**config.mk**
```make
export PLATFORM = sky130hd
export DESIGN_NAME = qround_unit
export DESIGN_NICKNAME = d
export VERILOG_FILES = /design/src/rtl/qrnd_pkg.sv /design/src/rtl/qrnd_half_cmp.sv /design/src/rtl/qrnd_adjust.sv /design/src/rtl/qrnd_stage_reg.sv /design/src/rtl/qround_unit.sv
export SDC_FILE = /design/constraint.sdc
export NUM_CORES = 1
export LEC_CHECK = 0
export BUFFER_PORTS_ARGS = -buffer_cell sky130_fd_sc_hd__buf_2
export CAP_MARGIN = 20
export CELL_PAD_IN_SITES_DETAIL_PLACEMENT = 1
export CELL_PAD_IN_SITES_GLOBAL_PLACEMENT = 1
export CORE_MARGIN = 3
export CORE_UTILIZATION = 25
export CTS_BUF_LIST = sky130_fd_sc_hd__clkbuf_4 sky130_fd_sc_hd__clkbuf_8 sky130_fd_sc_hd__clkbuf_16
export CTS_CLUSTER_DIAMETER = 150
export DETAILED_ROUTE_END_ITERATION = 8
export HOLD_SLACK_MARGIN = 0.12
export PLACE_DENSITY = 0.5
export SYNTH_ARGS = -nofsm -noshare
export SYNTH_HDL_FRONTEND = slang
export SYNTH_SLANG_ARGS = --single-unit
```
**constraint.sdc**
```tcl
create_clock -name clk -period 2.36 [get_ports clk]
set_input_delay 0.118 -clock clk [delete_from_list [all_inputs] [get_ports clk]]
set_output_delay 0.118 -clock clk [all_outputs]
set_load 0.02 [all_outputs]
```
**src/rtl/qrnd_pkg.sv**
```systemverilog
package qrnd_pkg;

  // Adjustment chosen by the first step, applied by the second
  typedef enum logic [1:0] {
    ADJ_KEEP = 2'd0,
    ADJ_INC  = 2'd1,
    ADJ_DEC  = 2'd2
  } adj_e;

  localparam int ADJ_W = 2;

endpackage

```
**src/rtl/qrnd_half_cmp.sv**
```systemverilog
module qrnd_half_cmp
  import qrnd_pkg::*;
#(
  parameter int DW     = 8,
  parameter bit SIGNED = 1'b1
) (
  input  logic [DW-1:0] rem_in,
  input  logic [DW-1:0] dvr_in,
  input  logic          dvd_neg,
  output adj_e          adj
);

  localparam int MW = DW + 1;   // magnitude width, holds |most negative|
  localparam int CW = DW + 2;   // comparison width, holds 2*magnitude

  logic          rem_neg;
  logic          dvr_neg;
  logic [MW-1:0] rem_ext;
  logic [MW-1:0] dvr_ext;
  logic [MW-1:0] rem_mag;
  logic [MW-1:0] dvr_mag;
  logic [CW-1:0] rem_twice;
  logic [CW-1:0] dvr_cmp;
  logic          above;
  logic          tie;
  logic          tie_up;
  logic          bump;
  logic          q_neg;

  always_comb begin
    rem_neg = SIGNED && rem_in[DW-1];
    dvr_neg = SIGNED && dvr_in[DW-1];
    rem_ext = {rem_neg, rem_in};
    dvr_ext = {dvr_neg, dvr_in};
    rem_mag = rem_neg ? (~rem_ext + MW'(1)) : rem_ext;
    dvr_mag = dvr_neg ? (~dvr_ext + MW'(1)) : dvr_ext;
    rem_twice = {rem_mag, 1'b0};
    dvr_cmp   = {1'b0, dvr_mag};
    above  = rem_twice > dvr_cmp;
    tie    = rem_twice == dvr_cmp;
    // exact half: unsigned always up, signed up only for a non-negative dividend
    tie_up = !SIGNED || !dvd_neg;
    bump   = above || (tie && tie_up);
    q_neg  = SIGNED && (dvd_neg ^ dvr_neg);
    if (!bump)      adj = ADJ_KEEP;
    else if (q_neg) adj = ADJ_DEC;
    else            adj = ADJ_INC;
  end

endmodule

```
**src/rtl/qrnd_adjust.sv**
```systemverilog
module qrnd_adjust
  import qrnd_pkg::*;
#(
  parameter int QW = 8
) (
  input  logic [QW-1:0] q_in,
  input  adj_e          adj,
  output logic [QW-1:0] q_out
);

  always_comb begin
    unique case (adj)
      ADJ_INC: q_out = q_in + QW'(1);
      ADJ_DEC: q_out = q_in - QW'(1);
      default: q_out = q_in;
    endcase
  end

endmodule

```
**src/rtl/qrnd_stage_reg.sv**
```systemverilog
module qrnd_stage_reg #(
  parameter int W       = 8,
  parameter bit PRESENT = 1'b1
) (
  input  logic         clk,
  input  logic         rst_n,
  input  logic         en,
  input  logic [W-1:0] d,
  output logic [W-1:0] q
);

  generate
    if (PRESENT) begin : g_reg
      logic [W-1:0] q_r;
      logic [W-1:0] q_nxt;

      always_comb begin
        q_nxt = en ? d : q_r;
      end

      always_ff @(posedge clk or negedge rst_n) begin
        if (!rst_n) q_r <= '0;
        else        q_r <= q_nxt;
      end

      assign q = q_r;
    end else begin : g_wire
      logic unused_ok;
      assign unused_ok = &{1'b0, clk, rst_n, en};
      assign q = d;
    end
  endgenerate

endmodule

```
**src/rtl/qround_unit.sv**
```systemverilog
module qround_unit
  import qrnd_pkg::*;
#(
  parameter int QW     = 8,
  parameter int DW     = 8,
  parameter bit SIGNED = 1'b1,
  parameter bit REG_S1 = 1'b1,
  parameter bit REG_S2 = 1'b1
) (
  input  logic          clk,
  input  logic          rst_n,
  input  logic          en,
  input  logic [QW-1:0] q_in,
  input  logic [DW-1:0] rem_in,
  input  logic [DW-1:0] dvr_in,
  input  logic          dvd_neg,
  input  logic          dbz_in,
  output logic [QW-1:0] q_out,
  output logic          dbz_out
);

  localparam int S1W = QW + ADJ_W + 1;
  localparam int S2W = QW + 1;

  adj_e           adj_c;
  logic [S1W-1:0] s1_d;
  logic [S1W-1:0] s1_q;
  adj_e           s1_adj;
  logic [QW-1:0]  s1_quo;
  logic           s1_dbz;
  logic [QW-1:0]  s2_quo;
  logic [S2W-1:0] s2_d;
  logic [S2W-1:0] s2_q;

  // step 1: half comparison and direction
  qrnd_half_cmp #(.DW(DW), .SIGNED(SIGNED)) u_cmp (
    .rem_in  (rem_in),
    .dvr_in  (dvr_in),
    .dvd_neg (dvd_neg),
    .adj     (adj_c)
  );

  assign s1_d = {dbz_in, adj_c, q_in};

  qrnd_stage_reg #(.W(S1W), .PRESENT(REG_S1)) u_reg1 (
    .clk   (clk),
    .rst_n (rst_n),
    .en    (en),
    .d     (s1_d),
    .q     (s1_q)
  );

  assign s1_quo = s1_q[QW-1:0];
  assign s1_adj = adj_e'(s1_q[QW +: ADJ_W]);
  assign s1_dbz = s1_q[S1W-1];

  // step 2: apply +1 / -1
  qrnd_adjust #(.QW(QW)) u_adj (
    .q_in  (s1_quo),
    .adj   (s1_adj),
    .q_out (s2_quo)
  );

  assign s2_d = {s1_dbz, s2_quo};

  qrnd_stage_reg #(.W(S2W), .PRESENT(REG_S2)) u_reg2 (
    .clk   (clk),
    .rst_n (rst_n),
    .en    (en),
    .d     (s2_d),
    .q     (s2_q)
  );

  assign q_out   = s2_q[QW-1:0];
  assign dbz_out = s2_q[QW];

endmodule

```
==> metrics <==
Post-synth top flop dfrtp_1; Antenna diodes 0; setup tns final 0 ns; RSZ-0062 raised after global routing false; Synthesized Nets ~220; sequential share of the synthesized area 0.317; grt met3 use 0.0243; initial antenna violation count 0; met1 GRT Util 0.145; # DRC 0; #FFs+latches synth 20; final setup vio count 0; core area 0.00603 mm^2; row count 28; PD cells 618 mW/mm^2; Pwr Total 0.00125 W; synthesized cell area 0.00158 mm^2; Routed WL per cell between 10 and 15 um; Post-Place Cells 280; synth warn 0; Post-CTS Setup Bufs 0; Hold Crit Class primary input to register; via count 1388; CP Max Fanout 9; leakage 0.942 nW; CP Capture Type register; EDFF count, synth 0; CP Launch Point u_reg1.q[8]; post-CTS sizing 0; syn avg cell area 9.22 um^2; FF-to-FF Start u_reg1.q[8]; clk slew on worst S/H paths 0.07 ns; most used routing layer met2; CTS tree built; CTS root buf clkbuf_8; met2 global-route usage 0.201; CTS Sinks 20; Die H around 85 um; post-synth top area share 0.317; Post-Synthesis Cells 171; I/O pin count 38; fin crit period around 2.3 ns; top cell type by total area after synthesis dfrtp_1; total gr overflow 0; Vias/cell 4.72; Nets between 200 and 300; critical path type register to register; clk_skew 0.00392 ns; H-tree levels 1; Synth area leaders dfrtp_1, ha_1, mux2_2; Slew Viols, Final 0; FFs w/ async S/R, synth 1.00; Fillers 708; fin crit share 0.958; run status completed; DP Wirelength 3.20 mm; maximum vdd drop 0.291 mV; die width 85.4 um; Initial Util 0.262; RePlAce Congestion 0.836; CP Launch Type register; largest net degree at the start of global routing 31; worst hold slack about 0.19 ns; Hold Startpoint dvd_neg; CTS Buf Count 3; drt initial violations 22; Unique masters post-synth 41; Area Overhead vs Synth 28.3%; Non-Filler Instances 294; port bufs 37; Clock Latency Late Sink between 0.2 and 0.3 ns; layout cells sized above 1 0.247; CP arrival 2.46 ns; Critical Path RT 2.56 ns; vias in the first global route between 1500 and 2000; global-route wire length before repair 6.93 mm; first drt pass iteration count 4; r2r setup slk 0.1 ns; drt total wl 3.94 mm; global-route usage over all layers 0.117; Post-DRT Antenna Nets 0; clock buffer depth 2; die footprint approximately 0.0073 mm^2; Max Fclk about 440 MHz; max-cap violations 0; final hold vios 0
==> layout make-up <==
type	count	area (um^2)	share of cell area
multi-input combinational	135	1010	0.502
sequential	20	500	0.248
timing repair buffer	49	300	0.149
tap	75	93.8	0.0464
clock buffer	3	41.3	0.0204
inverter	11	41.3	0.0204
clock inverter	1	30.0	0.0149
==> placed cells by master (no fill, tap or decap), types with 2 or more instances in the layout <==
cell type / n
o211ai_1: 3
nor3_1: 2
nor2_1: 10
and3_1: 3
mux2_2: 9
o21a_1: 2
nand2b_1: 3
dfrtp_1: 20
xor2_1: 7
clkbuf_8: 3
o21ai_0: 7
nand2_1: 10
a21o_1: 2
or3_1: 2
xnor2_1: 7
nor2b_1: 2
ha_1: 17
o31ai_1: 3
a21oi_1: 16
dlygate4sd3_1: 10
nand3_1: 5
inv_1: 11
nand3b_1: 2
a211oi_1: 2
buf_4: 2
buf_2: 37
nor4_1: 4
mux2i_1: 3
==> cell usage after synthesis (2+ instances only) <==
cell      count
and3_1        3
clkbuf_1      2
ha_1         17
buf_1         2
nor4_1        4
mux2_2        9
nand2b_1      3
nor3_1        2
nand3_1       5
a211oi_1      2
xnor2_1       7
nand3b_1      2
dfrtp_1      20
a21o_1        2
xor2_1        7
nor2b_1       2
o31ai_1       3
mux2i_1       3
o21ai_0       7
or3_1         2
o21a_1        2
o211ai_1      3
inv_1        11
nor2_1       10
a21oi_1      16
nand2_1      10
==> layer usage <==
layer	wire length [um]	up-vias	share of wire
li1	-	711	-
met1	1870	651	0.48
met2	1880	24	0.48
met3	151	2	0.038
met4	34	0	0.0086
met5	0	-	0
==> worst paths after layout <==
kind,end,cells after the start
worst max register to register,u_reg2.q[6],8
min in group asynchronous,u_reg2.q[3],2
worst min-delay path,u_reg1.q[9],4
worst max-delay path,u_reg2.q[6],8
max in group asynchronous,u_reg1.q[9],2
worst min register to register,u_reg1.q[8],2
==> flip-flops by register name, summed over array words and instances (netlist names) <==
name	count
u_reg1.q	11
u_reg2.q	9
==> report_power, final <==
group          switching, W  internal [W]
logic              0.000260      0.000213
registers         0.0000339      0.000399
clock network      0.000118      0.000226
total              0.000411      0.000839
==> critical path, stage by stage, from the launching register on <==
cell and delay, ns:
dfrtp_1 0.38, inv_1 0.06, ha_1 0.36, ha_1 0.34
nor2b_4 0.15, o31a_1 0.27, o21a_1 0.19, or3_1 0.35
nand3_1 0.09
==> logic make-up (layout without fill, tap and decap cells) <==
group	count (synthesis)	count (layout)	synth area share
other	1	1	0.00238
multiplexers	12	12	0.0833
AND/OR/NAND/NOR	49	49	0.169
adder cells (fa/ha/maj)	18	18	0.148
flip-flops	20	20	0.317
XOR/XNOR	14	14	0.0778
buffers and inverters	16	64	0.0389
AO/OA/AOI/OAI	41	41	0.163
==> per-stage QoR <==
step / utilization / setup slack [ns] / instance area (um^2)
floorplan: - / 0.302 / 1580
global placement: 0.307 / 0.0910 / 1850
detailed placement: 0.307 / -0.0521 / 1850
CTS: 0.336 / 0.0869 / 2020
global route: 0.336 / 0.00207 / 2020
finish: 0.336 / 0.0992 / 2020
==> repair_timing <==
item | 4_1_cts | 5_1_grt
endpoints found under the hold margin | 29 | 0
endpoints found under the setup margin | 0 | 0
hold buffers | 10 | 0
Note: power is estimated with default switching activity, not from simulation.
